==> config.mk <==
export PLATFORM = sky130hd
export DESIGN_NAME = fb_addr_seq
export DESIGN_NICKNAME = d
export VERILOG_FILES = /design/src/rtl/fbseq_pkg.sv /design/src/rtl/fbseq_fetch.sv /design/src/rtl/fbseq_ptr.sv /design/src/rtl/fbseq_regs.sv /design/src/rtl/fb_addr_seq.sv
export SDC_FILE = /design/constraint.sdc
export NUM_CORES = 1
export LEC_CHECK = 0
export ABC_AREA = 1
export CAP_MARGIN = 20
export CORE_ASPECT_RATIO = 2
export CORE_MARGIN = 4
export CORE_UTILIZATION = 50
export DETAILED_ROUTE_END_ITERATION = 7
export PLACE_DENSITY = 0.77
export SLEW_MARGIN = 10
export SYNTH_ARGS = -nofsm -noshare
export SYNTH_HDL_FRONTEND = slang
export SYNTH_SLANG_ARGS = --single-unit
==> constraint.sdc <==
create_clock -name clk -period 3.3 [get_ports clk]
set_input_delay 0.33 -clock clk [delete_from_list [all_inputs] [get_ports clk]]
set_output_delay 0.33 -clock clk [all_outputs]
set_load 0.01 [all_outputs]
==> src/rtl/fbseq_pkg.sv <==
package fbseq_pkg;
  localparam int QW_BYTES = 16;
  localparam int QW_LSB   = 4;
  localparam int REG_AW   = 2;

  localparam logic [REG_AW-1:0] OFS_BASE = 2'd0;
  localparam logic [REG_AW-1:0] OFS_CUR  = 2'd1;
  localparam logic [REG_AW-1:0] OFS_STAT = 2'd2;
  localparam logic [REG_AW-1:0] OFS_MASK = 2'd3;
endpackage

==> src/rtl/fbseq_fetch.sv <==
module fbseq_fetch (
  input  logic clk,
  input  logic rst,
  input  logic disp_en,
  input  logic fetch_ack,
  output logic load_start,
  output logic fetch_req,
  output logic step
);
  logic en_q;

  always_ff @(posedge clk) begin
    if (rst) en_q <= 1'b0;
    else     en_q <= disp_en;
  end

  // Enable edge and request gating
  assign load_start = disp_en & ~en_q;
  assign fetch_req  = disp_en & en_q;
  assign step       = fetch_req & fetch_ack;

  // no advance may follow a cycle where the display was off
  a_r7_no_step_after_off: assert property (@(posedge clk) disable iff (rst)
    !disp_en |=> !step);
endmodule

==> src/rtl/fbseq_ptr.sv <==
module fbseq_ptr
  import fbseq_pkg::*;
#(
  parameter int ADDR_W = 32,
  parameter int SIZE_W = 24
) (
  input  logic              clk,
  input  logic              rst,
  input  logic              load_start,
  input  logic              step,
  input  logic [ADDR_W-1:0] base,
  input  logic [SIZE_W-1:0] frame_bytes,
  output logic [ADDR_W-1:0] cur,
  output logic              reload
);
  localparam logic [ADDR_W-1:0] ALIGN = {{(ADDR_W-QW_LSB){1'b1}}, {QW_LSB{1'b0}}};
  localparam logic [ADDR_W-1:0] STEP  = ADDR_W'(QW_BYTES);

  logic [ADDR_W-1:0] cur_q, end_q, nxt, size_ext;
  logic              wrap, loaded_q;

  assign size_ext = ADDR_W'(frame_bytes) & ALIGN;
  assign nxt      = cur_q + STEP;
  assign wrap     = step && (nxt == end_q);
  assign reload   = load_start | wrap;
  assign cur      = cur_q;

  // Pointer and end address carry no reset value
  always_ff @(posedge clk) begin
    if (reload) begin
      cur_q <= base;
      end_q <= base + size_ext;
    end else if (step) begin
      cur_q <= nxt;
    end
  end

  always_ff @(posedge clk) begin
    if (rst)             loaded_q <= 1'b0;
    else if (load_start) loaded_q <= 1'b1;
  end

  // enable edge copies base
  a_r3_load_copies_base: assert property (@(posedge clk) disable iff (rst)
    load_start |=> (cur_q == $past(base)));
  // acknowledged fetch moves by one quadword
  a_r4_step_one_qw: assert property (@(posedge clk) disable iff (rst || !loaded_q)
    (step && !wrap) |=> (cur_q == $past(cur_q) + STEP));
  // pointer frozen without step or reload
  a_r7_hold_idle: assert property (@(posedge clk) disable iff (rst || !loaded_q)
    (!step && !load_start) |=> $stable(cur_q));
  // end address changes only at reload
  a_r6_end_latched: assert property (@(posedge clk) disable iff (rst || !loaded_q)
    !reload |=> $stable(end_q));
endmodule

==> src/rtl/fbseq_regs.sv <==
module fbseq_regs
  import fbseq_pkg::*;
#(
  parameter int ADDR_W = 32
) (
  input  logic              clk,
  input  logic              rst,
  input  logic [REG_AW-1:0] reg_addr,
  input  logic              reg_wr,
  input  logic [ADDR_W-1:0] reg_wdata,
  input  logic              reload,
  input  logic [ADDR_W-1:0] cur,
  output logic [ADDR_W-1:0] base,
  output logic [ADDR_W-1:0] reg_rdata,
  output logic              status,
  output logic              irq
);
  localparam logic [ADDR_W-1:0] ALIGN = {{(ADDR_W-QW_LSB){1'b1}}, {QW_LSB{1'b0}}};

  logic [ADDR_W-1:0] base_q, rdata_q;
  logic              stat_q, mask_q;
  logic              wr_base, wr_stat, wr_mask;

  assign wr_base = reg_wr && (reg_addr == OFS_BASE);
  assign wr_stat = reg_wr && (reg_addr == OFS_STAT);
  assign wr_mask = reg_wr && (reg_addr == OFS_MASK);

  always_ff @(posedge clk) begin
    if (rst) begin
      base_q  <= '0;
      stat_q  <= 1'b0;
      mask_q  <= 1'b0;
      rdata_q <= '0;
    end else begin
      if (wr_base) base_q <= reg_wdata & ALIGN;
      if (wr_mask) mask_q <= reg_wdata[0];
      if (reload)                      stat_q <= 1'b1;
      else if (wr_stat && reg_wdata[0]) stat_q <= 1'b0;
      case (reg_addr)
        OFS_BASE: rdata_q <= base_q;
        OFS_CUR:  rdata_q <= cur;
        OFS_STAT: rdata_q <= ADDR_W'(stat_q);
        default:  rdata_q <= ADDR_W'(mask_q);
      endcase
    end
  end

  assign base      = base_q;
  assign reg_rdata = rdata_q;
  assign status    = stat_q;
  assign irq       = stat_q & mask_q;

  // write-one clears when no reload competes
  a_r8_w1c: assert property (@(posedge clk) disable iff (rst)
    (wr_stat && reg_wdata[0] && !reload) |=> !stat_q);
  // write of zero keeps a set flag
  a_r8_zero_keeps: assert property (@(posedge clk) disable iff (rst)
    (stat_q && wr_stat && !reg_wdata[0]) |=> stat_q);
endmodule

==> src/rtl/fb_addr_seq.sv <==
module fb_addr_seq
  import fbseq_pkg::*;
#(
  parameter int ADDR_W = 32,
  parameter int SIZE_W = 24
) (
  input  logic              clk,
  input  logic              rst,
  input  logic [REG_AW-1:0] reg_addr,
  input  logic              reg_wr,
  input  logic [ADDR_W-1:0] reg_wdata,
  output logic [ADDR_W-1:0] reg_rdata,
  input  logic              disp_en,
  input  logic [SIZE_W-1:0] frame_bytes,
  output logic              fetch_req,
  input  logic              fetch_ack,
  output logic [ADDR_W-1:0] fetch_addr,
  output logic              irq
);
  logic              load_start, step, reload, status;
  logic [ADDR_W-1:0] base, cur;

  fbseq_fetch u_fetch (
    .clk        (clk),
    .rst        (rst),
    .disp_en    (disp_en),
    .fetch_ack  (fetch_ack),
    .load_start (load_start),
    .fetch_req  (fetch_req),
    .step       (step)
  );

  fbseq_ptr #(.ADDR_W(ADDR_W), .SIZE_W(SIZE_W)) u_ptr (
    .clk         (clk),
    .rst         (rst),
    .load_start  (load_start),
    .step        (step),
    .base        (base),
    .frame_bytes (frame_bytes),
    .cur         (cur),
    .reload      (reload)
  );

  fbseq_regs #(.ADDR_W(ADDR_W)) u_regs (
    .clk       (clk),
    .rst       (rst),
    .reg_addr  (reg_addr),
    .reg_wr    (reg_wr),
    .reg_wdata (reg_wdata),
    .reload    (reload),
    .cur       (cur),
    .base      (base),
    .reg_rdata (reg_rdata),
    .status    (status),
    .irq       (irq)
  );

  assign fetch_addr = cur;

  // every reload leaves the status flag set
  a_r5_reload_flags: assert property (@(posedge clk) disable iff (rst)
    reload |=> status);
  // a disabled display sees no request at the next edge either
  a_r11_quiet_off: assert property (@(posedge clk) disable iff (rst)
    (!disp_en && !$past(disp_en)) |-> !fetch_req);
endmodule

==> impl_metrics.json, run 1 <==
{
  "status": "complete, no violations",
  "n_antenna_cell": 0,
  "clkPwrFrac_pct": 44.3,
  "finalSetupTns_ns": 0,
  "netlist.area_leader.share_pct": 24.1,
  "io_pins": 129,
  "gp_congestion": 0.961,
  "cp.required_ns": 3.41,
  "design.core.area_um2": 13600,
  "fmax_mhz": 324,
  "critPathKind": "flip-flop to flip-flop",
  "dr.pass1.iters": 5,
  "r2r-start": "u_ptr.cur[4]",
  "rows": 60,
  "place_ws_ns": 0.135,
  "synth_top_cells_by_count": "nand2_1, nor2_1, inv_1",
  "fin_crit_ns": 3.09,
  "ctsLongestPathBuffers": 2,
  "num_vias": 6845,
  "start_kind": "flip-flop",
  "r2r_slack_ns": 0.21,
  "hold_viol": 0,
  "ir_drop_uv": 332,
  "cts_hold_buf": 0,
  "fin_area_um2": 8980,
  "finish.utilization_pct": 66.1,
  "synth-edff-count": 56,
  "netlist_area_um2": 6970,
  "port_buffers": 114,
  "max_stage_delay_ns": 0.35,
  "min_path_cells": 2,
  "drc": 0,
  "dp_hpwl_mm": 16.6,
  "skew_ns": 0.0110,
  "combPwrFrac_pct": 16.5,
  "cts.sinks": 116,
  "relSlewSlack_pct": 33.5,
  "switchingPower_mw": 1.24,
  "seqPwrFrac_pct": 39.2,
  "cp_max_fo": 28,
  "cp_num_buf_inv": 2,
  "grt_pass1_vias": 6710,
  "worst_slew_pin_slew_ns": 0.996,
  "fill_cells": 1198,
  "detail-route-antenna-nets": 0,
  "p_per_area_nw_per_um2": 490,
  "instances_no_fill": 1285,
  "ys_types": 41,
  "post_cts_buffers": 0,
  "finalNetCount": 1171,
  "drive_gt1_share_pct": 7.19,
  "cp_data_arrival_time_ns": 3.20,
  "wl_mm": 22.0,
  "r2r-end": "u_ptr.cur[18]",
  "post-synth-top-count-cell": "nand2_1",
  "wire_per_inst_um": 17.1,
  "yosysTopAreaCell": "edfxtp_1",
  "leakage_nw": 3.87,
  "chipHeight_um": 175,
  "grt_start_max_net_pins": 34,
  "dieArea_um2": 16000,
  "r2r_cells": 17,
  "drtIter0Drc": 528,
  "dp_cells": 1253,
  "antenna_found_initial": 0,
  "regArea_um2": 2880,
  "cp_cell_sequence": "ha_1, nand2_1, nor2_2, nand3_1, inv_1, nand2_1, nand2_1, nand2_1, nand2_1, nand2_1, nor2_1, nand2_1, nor2_1, nand3_2, nand2_2, or2_1, buf_12",
  "cpMaxStageDelayCell": "edfxtp_1",
  "synth-seq-area-share_pct": 41.4,
  "p_int_mw": 3.16,
  "min-delay-start": "u_regs.mask_q",
  "hp-class": "flip-flop to flip-flop",
  "crit_top_cell": "nand2_1",
  "cts-root-buf": "clkbuf_16",
  "ys_async_sr_fraction_pct": 0,
  "syn2layout_area_growth_pct": 28.9,
  "cts_buffers": 17,
  "switching_share_pct": 28.2,
  "setup_slack_ns": 0.211,
  "syn_area_per_cell_um2": 7.26,
  "cts_tree": "done",
  "cts-resized-gates": 0,
  "clk_pin_slew_ns": 0.07,
  "start_util_pct": 51.3,
  "critical-path-top-delay-family": "simple AND/OR/NAND/NOR gates",
  "hold_path_end": "u_regs.mask_q",
  "multi_input_area_um2": 3520,
  "syn_inst": 960,
  "ys_seq_elements": 116,
  "placed_area_um2": 8360,
  "rsz0062_at_grt": "no",
  "globalRoute.totalOverflow": 0,
  "die_w_um": 91.5,
  "crit_path_end_kind": "flip-flop",
  "synth-main-ff-cell": "dfxtp_1",
  "max_cap_violations": 0,
  "htree_levels": 4,
  "clk_latency_ns": 0.42,
  "synth_area_leaders": "edfxtp_1, dfxtp_1, nand2_1",
  "grt_pass1_wl_mm": 34.3,
  "setup_violations": 0,
  "routed_via_density": 5.33,
  "grt_usage_pct": 27.8,
  "fin_crit_sh_pct": 93.6,
  "synth-warning-count": 0,
  "maxSlewViolCount": 0
}
==> worst reg2reg max path, delay by kind of cell, from the launching register on <==
family	cells	cell delay [ns]
buffers and inverters	2	0.34
adder cells (fa/ha/maj)	1	0.31
flip-flops	1	0.35
AND/OR/NAND/NOR	14	1.75
==> sequential cells by signal, indices dropped and copies added, names as in the netlist <==
signal            cells
u_ptr.end_q          28
u_regs.base          28
u_regs.reg_rdata     29
u_fetch.en_q          1
u_ptr.cur            28
u_regs.status         1
u_regs.mask_q         1
==> layout by cell type (no fill, tap or decap), drive strengths merged <==
cell and n:
buf 19, nand3b 31, o22ai 14, a21o 1, nor4 4, dfxtp 60
ha 21, o21bai 2, a21boi 2, bufinv 3, nand4 9, xnor2 8
nand3 56, a221oi 1, inv 115, xnor3 1, a31oi 1, fa 1
or2 19, nand2 279, xor2 18, o21ai 50, clkinv 5, clkdlybuf4s50 114
conb 7, o211ai 1, edfxtp 56, nor2 119, nor3 6, o21a 2
a21oi 56, clkinvlp 1, clkbuf 17
==> through the flow <==
step                      total power, mW  hold WS (ns)
after detailed placement             2.47         0.469
after floorplan                      2.15         0.437
after global placement               2.46         0.460
final                                4.40         0.474
after CTS                            4.41         0.475
after global routing                 4.57         0.495
==> worst max path at each step <==
stage                        start         endpoint  slack (ns)  cells past startpoint
finish                u_ptr.cur[4]    u_ptr.cur[18]        0.21                     17
global route          u_ptr.cur[5]    u_ptr.cur[21]       0.001                     17
CTS                   u_ptr.cur[4]    u_ptr.cur[18]        0.25                     17
detailed placement  frame_bytes[4]  u_ptr.end_q[20]        0.14                     14
global placement    frame_bytes[4]  u_ptr.end_q[20]        0.14                     14
floorplan             u_ptr.cur[4]    u_ptr.cur[10]        0.23                     15
==> kinds of logic after synthesis <==
family	synth area share, %
AND/OR/NAND/NOR	32.6
buffers and inverters	8.37
AO/OA/AOI/OAI	9.95
flip-flops	41.4
XOR/XNOR	3.59
adder cells (fa/ha/maj)	4.06
other	0.0538
==> layout make-up <==
cell class | count | share of cell area [%]
Multi-Input combinational cell | 709 | 39.3
Inverter | 109 | 4.56
Sequential cell | 116 | 32.1
Timing Repair Buffer | 133 | 14.6
Clock buffer | 17 | 4.74
Tap cell | 186 | 2.59
Clock inverter | 15 | 2.15
==> power by group through the flow <==
stage | Sequential [mW] | Clock (mW) | Combinational (mW)
2_1_floorplan | 1.74 | 0 | 0.412
6_report | 1.72 | 1.95 | 0.727
3_3_place_gp | 1.75 | 0 | 0.711
4_1_cts | 1.72 | 1.96 | 0.726
3_5_place_dp | 1.75 | 0 | 0.720
5_1_grt | 1.73 | 2.03 | 0.804
==> per-layer routing <==
metal	track usage [%]	wire length, um	vias up
met4	12.3	937	0
li1	-	-	3381
met2	53.9	12200	274
met5	0	0	-
met3	3.88	1250	57
met1	28.8	7630	3133
No activity file was read; power rests on OpenSTA's default activity.
==> run 2: changes to the inputs <==
--- a/config.mk
+++ b/config.mk
@@ -9,9 +9,10 @@
 export CAP_MARGIN = 20
 export CORE_ASPECT_RATIO = 2
 export CORE_MARGIN = 4
-export CORE_UTILIZATION = 50
+export CORE_UTILIZATION = 53
 export DETAILED_ROUTE_END_ITERATION = 7
-export PLACE_DENSITY = 0.77
+export HOLD_SLACK_MARGIN = 0.15
+export PLACE_DENSITY = 0.81
 export SLEW_MARGIN = 10
 export SYNTH_ARGS = -nofsm -noshare
 export SYNTH_HDL_FRONTEND = slang
==> run 2 against run 1 <==
- sequential share of layout area is 0.28 points higher
- critical endpoint is now u_ptr.cur[15]
- final cell count is 2.5% lower
- hold slack worse by 0.0019 ns
- routed wire length is 0.35% higher
- clock skew is 0.0037 ns lower
- register-to-register slack better by 0.09 ns
- setup slack better by 0.093 ns
- non-clock buffer count is 2 higher
- total power is 4.0% lower
==> impl_metrics.json, run 2 (same netlist as run 1, synthesis figures left out) <==
{
  "status": "complete, no violations",
  "fmax_mhz": 334,
  "layout_commonest_cell": "nand2_1",
  "cts_tree": "done",
  "grt_pass1_vias": 7062,
  "worst_slew_pin_slew_ns": 1.03,
  "grt_usage_pct": 30.1,
  "grt_pass1_wl_mm": 34.3,
  "clk_pin_slew_ns": 0.06,
  "finalSetupTns_ns": 0,
  "setup_slack_ns": 0.304,
  "post_cts_buffers": 0,
  "cp_num_buf_inv": 2,
  "hold_viol": 0,
  "hp-class": "flip-flop to flip-flop",
  "drtIter0Drc": 466,
  "p_per_area_nw_per_um2": 474,
  "num_vias": 6978,
  "wire_per_inst_um": 17.6,
  "skew_ns": 0.00724,
  "start_util_pct": 53.9,
  "critical-path-top-delay-family": "simple AND/OR/NAND/NOR gates",
  "design.core.area_um2": 12900,
  "cp.required_ns": 3.42,
  "dr.pass1.iters": 6,
  "chipHeight_um": 170,
  "cp_data_arrival_time_ns": 3.12,
  "io_pins": 129,
  "globalRoute.totalOverflow": 0,
  "finalNetCount": 1173,
  "layout_common_cells": "nand2_1, clkdlybuf4s50_1, nor2_1",
  "cp_max_fo": 16,
  "grt_start_max_net_pins": 40,
  "crit_path_end_kind": "flip-flop",
  "cp_cell_sequence": "ha_1, nand2_1, nor2_2, nand3_1, inv_1, nand2_1, nand2_1, nand2_1, nand2_1, nand2_1, nor2_1, nand2_1, nor2_1, nand3_2, nand2_2, or2_1, buf_12",
  "place_ws_ns": 0.0663,
  "ir_drop_uv": 404,
  "leakage_nw": 3.86,
  "cts-root-buf": "clkbuf_16",
  "dieArea_um2": 15200,
  "dp_hpwl_mm": 16.5,
  "setup_violations": 0,
  "max_stage_delay_ns": 0.35,
  "cts.sinks": 116,
  "rsz0062_at_grt": "no",
  "gp_congestion": 0.963,
  "routed_via_density": 5.57,
  "wl_mm": 22.1,
  "finish.utilization_pct": 68.9,
  "fin_crit_ns": 3.00,
  "syn2layout_area_growth_pct": 27.8,
  "critPathKind": "flip-flop to flip-flop",
  "crit_top_cell": "nand2_1",
  "n_antenna_cell": 0,
  "ctsLongestPathBuffers": 2,
  "die_w_um": 89.1,
  "rows": 59,
  "clk_latency_ns": 0.42,
  "cts_buffers": 17,
  "htree_levels": 4,
  "maxSlewViolCount": 0,
  "detail-route-antenna-nets": 0,
  "cts_hold_buf": 0,
  "drive_gt1_share_pct": 7.36,
  "fin_crit_sh_pct": 90.8,
  "port_buffers": 114,
  "cpMaxStageDelayCell": "edfxtp_1",
  "max_cap_violations": 0,
  "drc": 0,
  "cts-resized-gates": 0,
  "antenna_found_initial": 0,
  "relSlewSlack_pct": 31.5,
  "largest_reg_flops": 29,
  "start_kind": "flip-flop"
}
run 2: cell types whose count changed in the layout (fill, tap and decap cells not counted), sizes merged:
cell / delta
clkinv: +4
buf: +2
bufinv: -2
inv: -2
run 2: stage by stage:
step                      instances  total power [mW]  area [um^2]  hold WS [ns]
after floorplan                 966              2.15         6990         0.437
after global placement         1221              2.46         8340         0.459
after detailed placement       1221              2.48         8340         0.465
after CTS                      1253              4.22         8900         0.474
after global routing           1253              4.38         8900         0.521
final                          1253              4.22         8900         0.472
run 2: tightest hold or removal path, cell delays in order, from the launching register on:
cell     delay [ns]
dfxtp_1        0.33
inv_1          0.05
a21oi_1        0.05
run 2: worst paths after layout:
check	start	endpoint	slack (ns)	cells past startpoint
setup / recovery	u_ptr.cur[4]	u_ptr.cur[15]	0.30	17
hold / removal	u_regs.mask_q	u_regs.mask_q	0.47	2
setup reg to reg	u_ptr.cur[4]	u_ptr.cur[15]	0.30	17
hold reg to reg	u_regs.mask_q	u_regs.mask_q	0.47	2
run 2: cell type report:
cell class | count | area [um^2]
repair buffers | 135 | 1340
clock buffers | 17 | 425
fillers | 1069 | 4020
well taps | 152 | 190
flip-flops and latches | 116 | 2880
inverters | 109 | 409
multi-input cells | 709 | 3520
clock inverters | 15 | 131
run 2: power breakdown:
group          internal (mW)  total (mW)  switching, mW
clock network           1.04        1.76          0.722
registers               1.63        1.72         0.0887
logic                  0.327       0.741          0.415
total                   3.00        4.22           1.23
run 2: per-layer routing:
layer	track usage (%)	vias up	routed length (um)
met5	0	-	0
met4	18.5	0	1280
met3	4.80	88	1230
met2	55.0	308	12100
met1	30.6	3203	7540
li1	-	3379	-
